File: src/rtl/keyed_wdt_pkg.sv
package keyed_wdt_pkg;
  localparam int KEY_W = 7;

  typedef enum logic {
    WD_STOP  = 1'b0,
    WD_START = 1'b1
  } wd_cmd_e;

  // key a following write must carry
  function automatic logic [KEY_W-1:0] next_key(input logic [KEY_W-1:0] held);
    return held ^ {KEY_W{1'b1}};
  endfunction

  // acceptance rule for a control write
  function automatic logic write_ok(input logic armed, input logic [KEY_W-1:0] held,
                                    input logic cmd, input logic [KEY_W-1:0] key);
    if (!armed) return (cmd == WD_START);
    return key == next_key(held);
  endfunction
endpackage

File: src/rtl/wdt_prescaler.sv
module wdt_prescaler #(
  parameter int PRE_W = 17
) (
  input  logic clk,
  input  logic rst_n,
  output logic tick
);
  logic [PRE_W-1:0] pre_q;

  always_ff @(posedge clk or negedge rst_n) begin
    if (!rst_n) pre_q <= '0;
    else        pre_q <= pre_q + 1'b1;
  end

  assign tick = &pre_q;
endmodule

File: src/rtl/wdt_keygate.sv
module wdt_keygate
  import keyed_wdt_pkg::*;
(
  input  logic             clk,
  input  logic             rst_n,
  input  logic             wr_en,
  input  logic             wr_cmd,
  input  logic [KEY_W-1:0] wr_key,
  output logic             accept_start,
  output logic             accept_stop,
  output logic [KEY_W-1:0] key_q,
  output logic             armed_q
);
  logic accepted;

  assign accepted     = wr_en && write_ok(armed_q, key_q, wr_cmd, wr_key);
  assign accept_start = accepted && (wr_cmd == WD_START);
  assign accept_stop  = accepted && (wr_cmd == WD_STOP);

  always_ff @(posedge clk or negedge rst_n) begin
    if (!rst_n) begin
      key_q   <= '0;
      armed_q <= 1'b0;
    end else if (accepted) begin
      key_q   <= wr_key;
      armed_q <= 1'b1;
    end
  end
endmodule

File: src/rtl/wdt_counter.sv
module wdt_counter #(
  parameter int CNT_W = 8
) (
  input  logic             clk,
  input  logic             rst_n,
  input  logic             tick,
  input  logic             load,
  input  logic             halt,
  input  logic [CNT_W-1:0] load_val,
  output logic             running,
  output logic [CNT_W-1:0] count,
  output logic             expire_evt,
  output logic             nmi_req,
  output logic             chip_rst
);
  function automatic logic is_final(input logic [CNT_W-1:0] c);
    return c <= CNT_W'(1);
  endfunction

  logic rst_q;

  assign expire_evt = running && tick && !load && !halt && is_final(count);

  always_ff @(posedge clk or negedge rst_n) begin
    if (!rst_n) begin
      running <= 1'b0;
      count   <= '0;
      rst_q   <= 1'b0;
    end else begin
      rst_q <= expire_evt;
      if (load) begin
        running <= 1'b1;
        count   <= load_val;
      end else if (halt) begin
        running <= 1'b0;
      end else if (expire_evt) begin
        running <= 1'b0;
        count   <= '0;
      end else if (running && tick) begin
        count <= count - 1'b1;
      end
    end
  end

  assign nmi_req  = running && (count == CNT_W'(1));
  assign chip_rst = rst_q;
endmodule

File: src/rtl/keyed_wdt.sv
module keyed_wdt
  import keyed_wdt_pkg::*;
#(
  parameter int CNT_W = 8,
  parameter int PRE_W = 17
) (
  input  logic             clk,
  input  logic             rst_n,
  input  logic             wr_en,
  input  logic             wr_cmd,
  input  logic [CNT_W-1:0] wr_count,
  input  logic [KEY_W-1:0] wr_key,
  output logic             nmi_req,
  output logic             chip_rst
);
  logic             tick;
  logic             accept_start;
  logic             accept_stop;
  logic [KEY_W-1:0] key_q;
  logic             armed_q;
  logic             running;
  logic [CNT_W-1:0] count;
  logic             expire_evt;

  wdt_prescaler #(.PRE_W(PRE_W)) u_pre (
    .clk(clk), .rst_n(rst_n), .tick(tick)
  );

  wdt_keygate u_key (
    .clk(clk), .rst_n(rst_n), .wr_en(wr_en), .wr_cmd(wr_cmd), .wr_key(wr_key),
    .accept_start(accept_start), .accept_stop(accept_stop),
    .key_q(key_q), .armed_q(armed_q)
  );

  wdt_counter #(.CNT_W(CNT_W)) u_cnt (
    .clk(clk), .rst_n(rst_n), .tick(tick), .load(accept_start), .halt(accept_stop),
    .load_val(wr_count), .running(running), .count(count), .expire_evt(expire_evt),
    .nmi_req(nmi_req), .chip_rst(chip_rst)
  );
endmodule

File: config.mk
export PLATFORM = sky130hd
export DESIGN_NAME = keyed_wdt
export DESIGN_NICKNAME = d
export VERILOG_FILES = /design/src/rtl/keyed_wdt_pkg.sv /design/src/rtl/wdt_prescaler.sv /design/src/rtl/wdt_keygate.sv /design/src/rtl/wdt_counter.sv /design/src/rtl/keyed_wdt.sv
export SDC_FILE = /design/constraint.sdc
export NUM_CORES = 1
export LEC_CHECK = 0
export BUFFER_PORTS_ARGS = -buffer_cell sky130_fd_sc_hd__buf_2
export CAP_MARGIN = 0
export CORE_ASPECT_RATIO = 1.2
export CORE_MARGIN = 8
export CORE_UTILIZATION = 35
export DETAILED_ROUTE_END_ITERATION = 16
export GPL_ROUTABILITY_DRIVEN = 0
export GPL_TIMING_DRIVEN = 0
export PLACE_DENSITY = 0.48
export SLEW_MARGIN = 20
export SYNTH_ARGS = -nofsm -noshare
export SYNTH_HDL_FRONTEND = slang
export SYNTH_HIERARCHICAL = 1
export SYNTH_SLANG_ARGS = --single-unit
export TNS_END_PERCENT = 10
File: constraint.sdc
create_clock -name clk -period 2.8 [get_ports clk]
set_input_delay 0.14 -clock clk [delete_from_list [all_inputs] [get_ports clk]]
set_output_delay 0.14 -clock clk [all_outputs]
set_load 0.03 [all_outputs]
==> flow_metrics.env <==
export IMPL_syn_to_final_growth_pct=16.4
export IMPL_timing_rr_end="u_cnt/count[6]"
export IMPL_antenna_found_initial=0
export IMPL_nNetsFinal=218
export IMPL_core_um2=4940
export IMPL_die_h_um=94.5
export IMPL_hold_viol=0
export IMPL_synthFlopType="dfrtp_1"
export IMPL_power_frac_seq=0.491
export IMPL_critPathKind="flop to flop"
export IMPL_rrSetupSlack_ns=0.22
export IMPL_clock_sinks=35
export IMPL_period_needed_ns=2.58
export IMPL_critPathRequiredTime_ns=2.95
export IMPL_rsz0062_at_grt="false"
export IMPL_path_max_fanout=6
export IMPL_critPathMaxStageDelay_ns=0.45
export IMPL_synth_top_area_frac=0.488
export IMPL_drtPass1Iterations=4
export IMPL_synth_nets=187
export IMPL_ys_seq_area_frac=0.488
export IMPL_critPathSlowestCell="dfrtp_1"
export IMPL_cp_top_family="simple AND/OR/NAND/NOR gates"
export IMPL_vdd_ir_drop_worst_uv=248
export IMPL_die_area_um2=7690
export IMPL_p_int_mw=0.980
export IMPL_synthArstFlopShare=1.00
export IMPL_ys_types=39
export IMPL_power_switching_mw=0.476
export IMPL_max_clock_freq_ghz=0.388
export IMPL_drive_gt1_frac=0.251
export IMPL_period_share=0.921
export IMPL_p_total_mw=1.46
export IMPL_endpoint="u_cnt/count[6]"
export IMPL_drv_slew=0
export IMPL_synth_area_per_cell_um2=10.9
export IMPL_ioPinCount=21
export IMPL_htree_levels=2
export IMPL_setup_viol=0
export IMPL_arrival_ns=2.73
export IMPL_wl_um=3730
export IMPL_ant_nets=0
export IMPL_maxCapViolations=0
export IMPL_postCtsResizedCells=0
export IMPL_detail_route_vias_per_cell=5.15
export IMPL_synth_area_um2=1800
export IMPL_fillCellCount=486
export IMPL_min_path_type="input pin to flop"
export IMPL_synth_edf_count=0
export IMPL_power_density_nw_per_um2=696
export IMPL_tightest_slew_ns=0.809
export IMPL_dpl_hpwl_um=2710
export IMPL_r2r_cells=8
export IMPL_dpl_worst_slack_ns=0.203
export IMPL_syn_inst=164
export IMPL_grt_max_degree=36
export IMPL_end_kind="flop"
export IMPL_routedWlPerCell_um=14.6
export IMPL_combPwrFrac=0.257
export IMPL_clock_latency_ns=0.28
export IMPL_cp_startpoint="u_pre/pre_q[0]"
export IMPL_synth_seq_cells=35
export IMPL_drt_iter0_drc=37
export IMPL_timing_rr_start="u_pre/pre_q[0]"
export IMPL_initial_core_util=0.363
export IMPL_leakagePower_nw=0.942
export IMPL_synth_top_area_cell="dfrtp_1"
export IMPL_synth_area_leaders="dfrtp_1 (49%), xnor2_1 (7.3%), mux2_2 (4.4%), nand2_1 (3.3%), xor2_1 (2.9%)"
export IMPL_antenna_diode_count=0
export IMPL_tns_ns=0
export IMPL_grt_overflow=0
export IMPL_die_w_um=81.4
export IMPL_clockRootBuffer="clkbuf_8"
export IMPL_cts_buffers_inserted=5
export IMPL_first_global_vias=1357
export IMPL_status="completed"
export IMPL_path_cells="ha_1, nand3_4, nor4_1, ha_1, nand4b_2, or3_1, o311ai_1, o311ai_1"
export IMPL_pwr_share_clk=0.252
export IMPL_vias=1312
export IMPL_cp_depth=8
export IMPL_p_sw_frac=0.327
export IMPL_timing_final_ws_setup_ns=0.222
export IMPL_layout_cells_non_filler=255
export IMPL_yosys_warnings=6
export IMPL_globalRouteTotalUtil=0.105
export IMPL_cts_tree="done"
export IMPL_hold_depth=3
export IMPL_grt_pass1_wl_um=6310
export IMPL_placed_cells=244
export IMPL_slew_limit_headroom=0.461
export IMPL_critPathLaunchType="flop"
export IMPL_num_rows=28
export IMPL_clockBufferDepth=2
export IMPL_drc=0
export IMPL_clkTransAtPathRegs_ns=0.07
export IMPL_multi_input_area_um2=890
export IMPL_path_buf_inv=0
export IMPL_io_buffers=20
export IMPL_seq_area_um2=876
export IMPL_finClkSkew_ns=0.0114
[per-stage QoR]
stage	hold slack, ns	instance area, um2	util
4_1_cts	0.0579	2070	0.419
5_1_grt	0.0755	2090	0.423
3_5_place_dp	0.283	1970	0.399
2_1_floorplan	-0.156	1800	-
6_report	0.0783	2090	0.423
3_3_place_gp	0.269	1970	0.399
[how the worst min path moves through the flow]
| stage | start | to | slack, ns |
|---|---|---|---|
| floorplan | rst_n | u_cnt/chip_rst | -0.16 |
| global placement | rst_n | u_key/armed_q | 0.27 |
| global route | wr_count[7] | u_cnt/count[7] | 0.08 |
| CTS | wr_count[7] | u_cnt/count[7] | 0.06 |
| detailed placement | rst_n | u_key/armed_q | 0.28 |
| finish | wr_count[7] | u_cnt/count[7] | 0.08 |
[cells in the mapped netlist (3+ instances only)]
cell type	n
a21oi_1	4
a22oi_1	3
dfrtp_1	35
ha_1	4
inv_1	6
mux2_2	7
nand2_1	16
nand3_1	5
nand4_1	5
nor2_1	8
nor3_1	6
nor4_1	5
nor4_2	3
o21ai_0	6
xnor2_1	15
xor2_1	6
[layout make-up]
| cell class | count | share of cell area |
|---|---|---|
| flip-flops and latches | 35 | 0.419 |
| multi-input cells | 121 | 0.425 |
| inverters | 6 | 0.0108 |
| plain buffers | 2 | 0.00359 |
| well taps | 60 | 0.0359 |
| clock buffers | 6 | 0.0395 |
| repair buffers | 24 | 0.0634 |
| clock inverters | 1 | 0.00239 |
[per-layer routing]
layer | share of wire | track usage
met1 | 0.43 | 0.116
met2 | 0.51 | 0.181
met3 | 0.042 | 0.0314
met4 | 0.016 | 0.0433
met5 | 0 | 0
[registers in the layout, indices dropped and copies added, names as in the netlist]
signal and flops:
u_cnt/chip_rst 1, u_key/key_q 7, u_pre/pre_q 17, u_cnt/running 1, u_cnt/count 8, u_key/armed_q 1
[logic make-up (layout without fill, tap and decap cells)]
kind of cell | after synthesis | count (layout) | share of synthesized area
AOI/OAI and AO/OA | 22 | 22 | 0.0767
buffers and inverters | 8 | 39 | 0.0167
muxes | 7 | 7 | 0.0439
DFF | 35 | 35 | 0.488
adders and majority gates | 4 | 4 | 0.0279
and+or+nand+nor | 67 | 67 | 0.245
xor gates and xnor gates | 21 | 21 | 0.102
[timing repair]
action | in CTS | in global routing
buffers inserted | 0 | 3
hold buffers | 1 | 0
hold endpoints to repair | 35 | 0
setup endpoints to repair | 0 | 1
[power by group through the flow]
stage	logic, mW	clock network [mW]	registers [mW]
after floorplan	0.286	0	0.695
after global placement	0.364	0	0.717
after detailed placement	0.374	0	0.723
after CTS	0.376	0.387	0.713
after global routing	0.423	0.404	0.734
final	0.374	0.367	0.715
[placed cells by master (no fill, tap or decap), types with 2 or more instances in the layout]
cell / count
a21oi_1: 4
a22oi_1: 3
and2_1: 2
and4_1: 2
buf_2: 20
buf_4: 3
clkbuf_1: 2
clkbuf_8: 6
dfrtp_1: 35
ha_1: 4
inv_1: 6
mux2_2: 7
nand2_1: 16
nand3_1: 5
nand4_1: 5
nand4_4: 2
nor2_1: 8
nor3_1: 6
nor4_1: 5
nor4_2: 3
o211ai_1: 2
o21ai_0: 6
o21ai_1: 2
o311ai_1: 2
xnor2_1: 15
xor2_1: 6
[worst reg2reg max path: stages, from the launching register on]
cell and delay (ns):
dfrtp_1 0.45, ha_1 0.29, nand3_4 0.13, nor4_1 0.29
ha_1 0.33, nand4b_2 0.18, or3_1 0.39, o311ai_1 0.25
o311ai_1 0.14
No activity file was read; power rests on OpenSTA's default activity.
